**config.mk**
```make
export PLATFORM = sky130hd
export DESIGN_NAME = intvec_ctrl
export DESIGN_NICKNAME = d
export VERILOG_FILES = /design/src/rtl/intvec_pkg.sv /design/src/rtl/intvec_pend_flag.sv /design/src/rtl/intvec_arbiter.sv /design/src/rtl/intvec_vec_sel.sv /design/src/rtl/intvec_ctrl.sv
export SDC_FILE = /design/constraint.sdc
export NUM_CORES = 1
export LEC_CHECK = 0
export CAP_MARGIN = 20
export CELL_PAD_IN_SITES_DETAIL_PLACEMENT = 0
export CELL_PAD_IN_SITES_GLOBAL_PLACEMENT = 2
export CORE_MARGIN = 3
export CORE_UTILIZATION = 15
export CTS_CLUSTER_DIAMETER = 60
export DETAILED_ROUTE_END_ITERATION = 8
export PLACE_DENSITY_LB_ADDON = 0.1
export SLEW_MARGIN = 10
export SYNTH_ARGS = -nofsm -noshare
export SYNTH_HDL_FRONTEND = slang
export SYNTH_SLANG_ARGS = --single-unit
export TNS_END_PERCENT = 1
```
**constraint.sdc**
```tcl
create_clock -name clk -period 2.9 [get_ports clk]
set_input_delay 0.29 -clock clk [delete_from_list [all_inputs] [get_ports clk]]
set_output_delay 0.29 -clock clk [all_outputs]
set_load 0.01 [all_outputs]
```
**src/rtl/intvec_pkg.sv**
```systemverilog
package intvec_pkg;
   localparam int unsigned NSRC    = 3;
   localparam int unsigned SRC_EXT = 0;
   localparam int unsigned SRC_TM0 = 1;
   localparam int unsigned SRC_TM1 = 2;
endpackage

```
**src/rtl/intvec_pend_flag.sv**
```systemverilog
module intvec_pend_flag #(
   parameter bit EDGE_MODE = 1'b0,
   parameter bit ACT_LOW   = 1'b0
) (
   input  logic clk,
   input  logic rst_n,
   input  logic ev_in,
   input  logic ack_in,
   output logic pend_o
);
   logic hit;
   logic pend_q;

   generate
      if (EDGE_MODE) begin : g_edge
         logic prev_q;
         always_ff @(posedge clk or negedge rst_n) begin
            if (!rst_n) prev_q <= ACT_LOW;
            else        prev_q <= ev_in;
         end
         assign hit = ACT_LOW ? (prev_q & ~ev_in) : (~prev_q & ev_in);
      end else begin : g_pulse
         assign hit = ACT_LOW ? ~ev_in : ev_in;
      end
   endgenerate

   always_ff @(posedge clk or negedge rst_n) begin
      if (!rst_n) pend_q <= 1'b0;
      else        pend_q <= hit | (pend_q & ~ack_in);
   end

   assign pend_o = pend_q;

   AST_ACK_DROPS_FLAG: assert property (@(posedge clk) disable iff (!rst_n)
      (ack_in && !hit) |=> !pend_o);
   AST_SET_ON_ACK_KEEPS: assert property (@(posedge clk) disable iff (!rst_n)
      (ack_in && hit) |=> pend_o);
   AST_FLAG_HELD: assert property (@(posedge clk) disable iff (!rst_n)
      (pend_o && !ack_in) |=> pend_o);
endmodule

```
**src/rtl/intvec_arbiter.sv**
```systemverilog
module intvec_arbiter #(
   parameter int unsigned N = 3
) (
   input  logic         clk,
   input  logic         rst_n,
   input  logic [N-1:0] req_i,
   output logic [N-1:0] grant_o
);
   generate
      if (N < 1) begin : g_bad_n
         $error("intvec_arbiter: N must be at least 1");
      end
      genvar gi;
      for (gi = 0; gi < N; gi++) begin : g_slot
         if (gi == 0) begin : g_top
            assign grant_o[gi] = req_i[gi];
         end else begin : g_lower
            assign grant_o[gi] = req_i[gi] & ~(|req_i[gi-1:0]);
         end
      end
   endgenerate

   AST_GRANT_ONEHOT: assert property (@(posedge clk) disable iff (!rst_n)
      $onehot0(grant_o));
   AST_GRANT_NEEDS_REQ: assert property (@(posedge clk) disable iff (!rst_n)
      (|req_i) |-> (|grant_o));
endmodule

```
**src/rtl/intvec_vec_sel.sv**
```systemverilog
module intvec_vec_sel #(
   parameter int unsigned       N          = 3,
   parameter int unsigned       PC_W       = 13,
   parameter int unsigned       BANK_W     = 3,
   parameter logic [N*PC_W-1:0] VEC_TABLE  = '0,
   parameter logic [N-1:0]      BANK_LOCAL = '0,
   parameter logic [PC_W-1:0]   RESET_VEC  = '0
) (
   input  logic              boot_i,
   input  logic [N-1:0]      grant_i,
   input  logic [BANK_W-1:0] bank_cur_i,
   output logic [PC_W-1:0]   addr_o,
   output logic [BANK_W-1:0] bank_o
);
   logic is_local;

   always_comb begin
      addr_o   = '0;
      is_local = 1'b0;
      for (int i = 0; i < N; i++) begin
         if (grant_i[i]) begin
            addr_o   = addr_o | VEC_TABLE[i*PC_W +: PC_W];
            is_local = is_local | BANK_LOCAL[i];
         end
      end
      bank_o = is_local ? bank_cur_i : '0;
      if (boot_i) begin
         addr_o = RESET_VEC;
         bank_o = '0;
      end
   end
endmodule

```
**src/rtl/intvec_ctrl.sv**
```systemverilog
module intvec_ctrl #(
   parameter int unsigned PC_W        = 13,
   parameter int unsigned BANK_W      = 3,
   parameter int unsigned RESET_VEC   = 0,
   parameter int unsigned VEC_EXT     = 4,
   parameter int unsigned VEC_TM0     = 8,
   parameter int unsigned VEC_TM1     = 12,
   parameter bit          EXT_ACT_LOW = 1'b1
) (
   input  logic              clk,
   input  logic              rst_n,
   input  logic              ext_irq_n,
   input  logic              tm0_ovf,
   input  logic              tm1_ovf,
   input  logic              en_ext,
   input  logic              en_tm0,
   input  logic              en_tm1,
   input  logic              glb_en,
   input  logic              stack_full,
   input  logic [BANK_W-1:0] bank_cur,
   output logic              vec_load,
   output logic [PC_W-1:0]   vec_addr,
   output logic [BANK_W-1:0] vec_bank,
   output logic              push_req,
   output logic              glb_en_clr,
   output logic              ack_ext,
   output logic              ack_tm0,
   output logic              ack_tm1
);
   import intvec_pkg::*;

   localparam logic [NSRC*PC_W-1:0] VTAB =
      {VEC_TM1[PC_W-1:0], VEC_TM0[PC_W-1:0], VEC_EXT[PC_W-1:0]};
   localparam logic [NSRC-1:0] LOCAL_MASK = NSRC'(3'b110);
   localparam logic [PC_W-1:0] RST_ADDR   = RESET_VEC[PC_W-1:0];

   generate
      if (PC_W < 4 || PC_W > 32) begin : g_bad_pcw
         $error("intvec_ctrl: PC_W out of range");
      end
      if (BANK_W < 1) begin : g_bad_bankw
         $error("intvec_ctrl: BANK_W must be at least 1");
      end
      if (VEC_EXT >= (64'd1 << PC_W) || VEC_TM0 >= (64'd1 << PC_W) ||
          VEC_TM1 >= (64'd1 << PC_W) || RESET_VEC >= (64'd1 << PC_W)) begin : g_bad_vec
         $error("intvec_ctrl: a vector does not fit in PC_W bits");
      end
   endgenerate

   logic            boot_q;
   logic [NSRC-1:0] ev;
   logic [NSRC-1:0] pend;
   logic [NSRC-1:0] en_src;
   logic [NSRC-1:0] req;
   logic [NSRC-1:0] grant;
   logic            may_take;
   logic            take;

   always_ff @(posedge clk or negedge rst_n) begin
      if (!rst_n) boot_q <= 1'b1;
      else        boot_q <= 1'b0;
   end

   assign ev[SRC_EXT]     = ext_irq_n;
   assign ev[SRC_TM0]     = tm0_ovf;
   assign ev[SRC_TM1]     = tm1_ovf;
   assign en_src[SRC_EXT] = en_ext;
   assign en_src[SRC_TM0] = en_tm0;
   assign en_src[SRC_TM1] = en_tm1;

   generate
      genvar gs;
      for (gs = 0; gs < NSRC; gs++) begin : g_src
         if (gs == SRC_EXT) begin : g_pin
            intvec_pend_flag #(.EDGE_MODE(1'b1), .ACT_LOW(EXT_ACT_LOW)) u_flag (
               .clk(clk), .rst_n(rst_n), .ev_in(ev[gs]),
               .ack_in(grant[gs]), .pend_o(pend[gs]));
         end else begin : g_tmr
            intvec_pend_flag #(.EDGE_MODE(1'b0), .ACT_LOW(1'b0)) u_flag (
               .clk(clk), .rst_n(rst_n), .ev_in(ev[gs]),
               .ack_in(grant[gs]), .pend_o(pend[gs]));
         end
      end
   endgenerate

   assign may_take = glb_en & ~stack_full & ~boot_q;
   assign req      = pend & en_src & {NSRC{may_take}};

   intvec_arbiter #(.N(NSRC)) u_arb (
      .clk(clk), .rst_n(rst_n), .req_i(req), .grant_o(grant));

   assign take = |grant;

   intvec_vec_sel #(
      .N(NSRC), .PC_W(PC_W), .BANK_W(BANK_W),
      .VEC_TABLE(VTAB), .BANK_LOCAL(LOCAL_MASK), .RESET_VEC(RST_ADDR)
   ) u_sel (
      .boot_i(boot_q), .grant_i(grant), .bank_cur_i(bank_cur),
      .addr_o(vec_addr), .bank_o(vec_bank));

   assign vec_load   = boot_q | take;
   assign push_req   = take;
   assign glb_en_clr = take;
   assign ack_ext    = grant[SRC_EXT];
   assign ack_tm0    = grant[SRC_TM0];
   assign ack_tm1    = grant[SRC_TM1];

   AST_BOOT_ONCE: assert property (@(posedge clk) disable iff (!rst_n)
      boot_q |=> !boot_q);
   AST_BOOT_NO_PUSH: assert property (@(posedge clk) disable iff (!rst_n)
      boot_q |-> (!push_req && vec_addr == RST_ADDR && vec_bank == '0));
   AST_PUSH_NEEDS_ROOM: assert property (@(posedge clk) disable iff (!rst_n)
      push_req |-> (!stack_full && glb_en && vec_load));
   AST_EXT_IN_BANK0: assert property (@(posedge clk) disable iff (!rst_n)
      ack_ext |-> (vec_bank == '0 && vec_addr == VEC_EXT[PC_W-1:0]));
   AST_TM0_LOCAL: assert property (@(posedge clk) disable iff (!rst_n)
      ack_tm0 |-> (vec_bank == bank_cur && vec_addr == VEC_TM0[PC_W-1:0]));
   AST_TM1_LOCAL: assert property (@(posedge clk) disable iff (!rst_n)
      ack_tm1 |-> (vec_bank == bank_cur && vec_addr == VEC_TM1[PC_W-1:0]));
   AST_CLR_WITH_PUSH: assert property (@(posedge clk) disable iff (!rst_n)
      glb_en_clr |-> push_req);
endmodule

```
==> out/metrics.csv <==
stage,metric,value,unit
status,status,"finished, final reports clean",
global_routing,pin count of the biggest net entering global routing,6,
clocking,TritonCTS clock tree,done,
cells_and_area,post-route core utilization,27.42,%
timing,fmax,417.9,MHz
global_routing,initial antenna violation count,0,
pwr,Power Density,331.6,nW/µm²
worst_setup_path,WP buf/inv,2,
drt,"antenna viol nets, final",0,
logic_synthesis,synth unique cells,17,
global_routing,global-route wire length before repair,1400,µm
logic_synthesis,"area leader, netlist",buf_4,
logic_synthesis,Synth top area share,23.38,%
drt,drt pass-1 iters,2,
drt,Vias per Instance,3.444,
logic_synthesis,synthesis-stage register bit count,5,
timing,RSZ-0062 raised after global routing,no,
place,placed insts,95,
cells_and_area,fin area,635.6,µm²
logic_synthesis,"Cell Area, Synth",385.4,µm²
clocking,clock insertion delay at the later pin of the skew report,0.24,ns
global_routing,Global Route Usage Sum,5.747,%
die,Die ar.,3213,µm²
cells_and_area,Non-Filler Instances,99,
timing,clock skew,0.002915,ns
clocking,post-CTS resize count,0,
place,Placed Area,609.3,µm²
drt,Vias,341,
worst_setup_path,cell mode on critical path,clkdlybuf4s50_1,
pwr,LEAKAGE,0.2604,nW
worst_setup_path,Crit path largest cell delay,0.53,ns
global_routing,vias in the first global route,331,
timing,Setup TNS Final,0,ns
drt,1st-iter DRT viols,2,
die,Rows,17,
die,Core ar.,2318,µm²
timing,WHS,0.2695,ns
pwr,power consumption,0.2108,mW
cells_and_area,Area growth syn-to-layout,64.93,%
clocking,clock sink count,5,
logic_synthesis,Synth Area per Inst,8.758,µm²
worst_setup_path,maximum fanout along the worst path,4,
clocking,Hold Buf Count CTS,0,
pwr,maximum VDD drop,0.2080,mV
logic_synthesis,YS warnings,0,
place,Setup WS pre-CTS,0.5124,ns
worst_setup_path,CP startpoint kind,input port,
worst_setup_path,required time of the worst setup path,2.61,ns
timing,Max Slew Vio Count,0,
die,I/O pins,35,
timing,final period utilization,82.51,%
min_path,HP Class,input port to asynchronous set/reset pin,
cells_and_area,most frequent cells in the layout,"clkdlybuf4s50_1, conb_1, nand2_1",
cells_and_area,# nets final,85,
timing,Final min period,2.393,ns
logic_synthesis,Mapped Cells,44,
place,post-DP HPWL,807.6,µm
timing,Final Hold Viols,0,
cells_and_area,"commonest non-fill, non-tap cell in the layout",clkdlybuf4s50_1,
global_routing,gr ovfl total,0,
worst_setup_path,crit path cell chain,clkdlybuf4s50_1 > or3b_4 > a221oi_4 > and2_1 > clkdlybuf4s50_1,
place,port bufs,23,
clocking,post-CTS setup buffer count,0,
clocking,Max Buffers Root-to-Sink,2,
clocking,"Reg clk slew, reported paths",0.04,ns
clocking,CTS buffer count,3,
drt,final wirelength,914,µm
worst_setup_path,Crit Path Class,input port to primary output,
cells_and_area,layout cell share with drive strength beyond 1,12.68,%
worst_setup_path,Worst path top cell family by delay,buffers and inverters,
drt,average wire per cell in the routed design,9.232,µm
logic_synthesis,sequential area share after synthesis,33.12,%
timing,Finish-stage setup viols,0,
cells_and_area,n_diodes,0,
timing,post-route worst setup slack,0.5073,ns
die,Die H,56.69,µm
die,Initial Util,16.62,%
drt,residual DRC count,0,
job,Max-cap violations,0,
place,RePlAce Congestion,0.7134,
worst_setup_path,Crit-path slowest cell,clkdlybuf4s50_1,
worst_setup_path,Worst EP arrival,2.10,ns
clocking,H-Tree Depth,1,
worst_setup_path,crit path capture type,primary output,
die,die width,56.69,µm
clocking,CTS Root Cell,clkbuf_4,
logic_synthesis,Synth area leaders,"buf_4, dfrtp_1, dfstp_2, a221oi_4, nand2_1",
-- where the power goes --
group	total (mW)	leakage, nW	internal [mW]	switching [mW]
Sequential	0.0779	0.0487	0.0745	0.00336
Clock	0.0792	0.0150	0.0519	0.0273
Combinational	0.0537	0.197	0.0290	0.0246
-- synthesized netlist by cell type --
master / n
or2_2: 1
nor3b_1: 1
nand2_1: 6
inv_1: 1
a221oi_4: 1
and2_1: 3
a21o_1: 2
conb_1: 1
or3b_4: 1
a22oi_1: 1
a21oi_1: 2
buf_4: 12
a22o_1: 1
nand3_1: 3
nor2_1: 3
dfstp_2: 2
dfrtp_1: 3
-- routing by layer --
layer	track usage, %	part of all wire, %	vias to the layer above
met3	1.609	12	0
met1	6.566	42	143
met4	5.085	0	0
li1	-	-	179
met2	8.581	46	19
met5	0	0	-
-- final timing paths --
check,startpoint,endpoint,slack (ns),cells past startpoint
worst max register to register,g_src[0].g_pin.u_flag.pend_o$_DFF_PN0_,g_src[2].g_tmr.u_flag.pend_o$_DFF_PN0_,1.76,3
worst max-delay path,glb_en,vec_bank[0],0.51,5
worst min register to register,g_src[1].g_tmr.u_flag.pend_o$_DFF_PN0_,g_src[1].g_tmr.u_flag.pend_o$_DFF_PN0_,0.50,1
max in group asynchronous,rst_n,g_src[0].g_pin.u_flag.g_edge.prev_q$_DFF_PN1_,2.38,1
min in group clk,ext_irq_n,g_src[0].g_pin.u_flag.g_edge.prev_q$_DFF_PN1_,0.49,1
worst min-delay path,rst_n,g_src[2].g_tmr.u_flag.pend_o$_DFF_PN0_,0.27,1
-- layout make-up --
type,count,area (µm²)
Clock buffer,4,26.28
Multi-Input combinational cell,37,205.2
Inverter,1,3.754
Sequential cell,5,127.6
Timing Repair Buffer,24,237.7
Fill cell,257,1683
Tap cell,28,35.03
-- flip-flops by register name (all words and copies together) (netlist names) --
register / cells
boot_q: 1
g_src.g_pin.u_flag.g_edge.prev_q: 1
g_src.g_pin.u_flag.pend_o: 1
g_src.g_tmr.u_flag.pend_o: 2
-- cell families (layout without fill, tap and decap cells) --
logic type,count (synthesis),in the layout,synth area share [%]
AO/OA/AOI/OAI,7,7,17.53
buffers and inverters,13,29,24.35
flip-flops,5,5,33.12
other,1,12,0.9731
AND/OR/NAND/NOR,18,18,24.03
No activity file was read; power rests on OpenSTA's default activity.
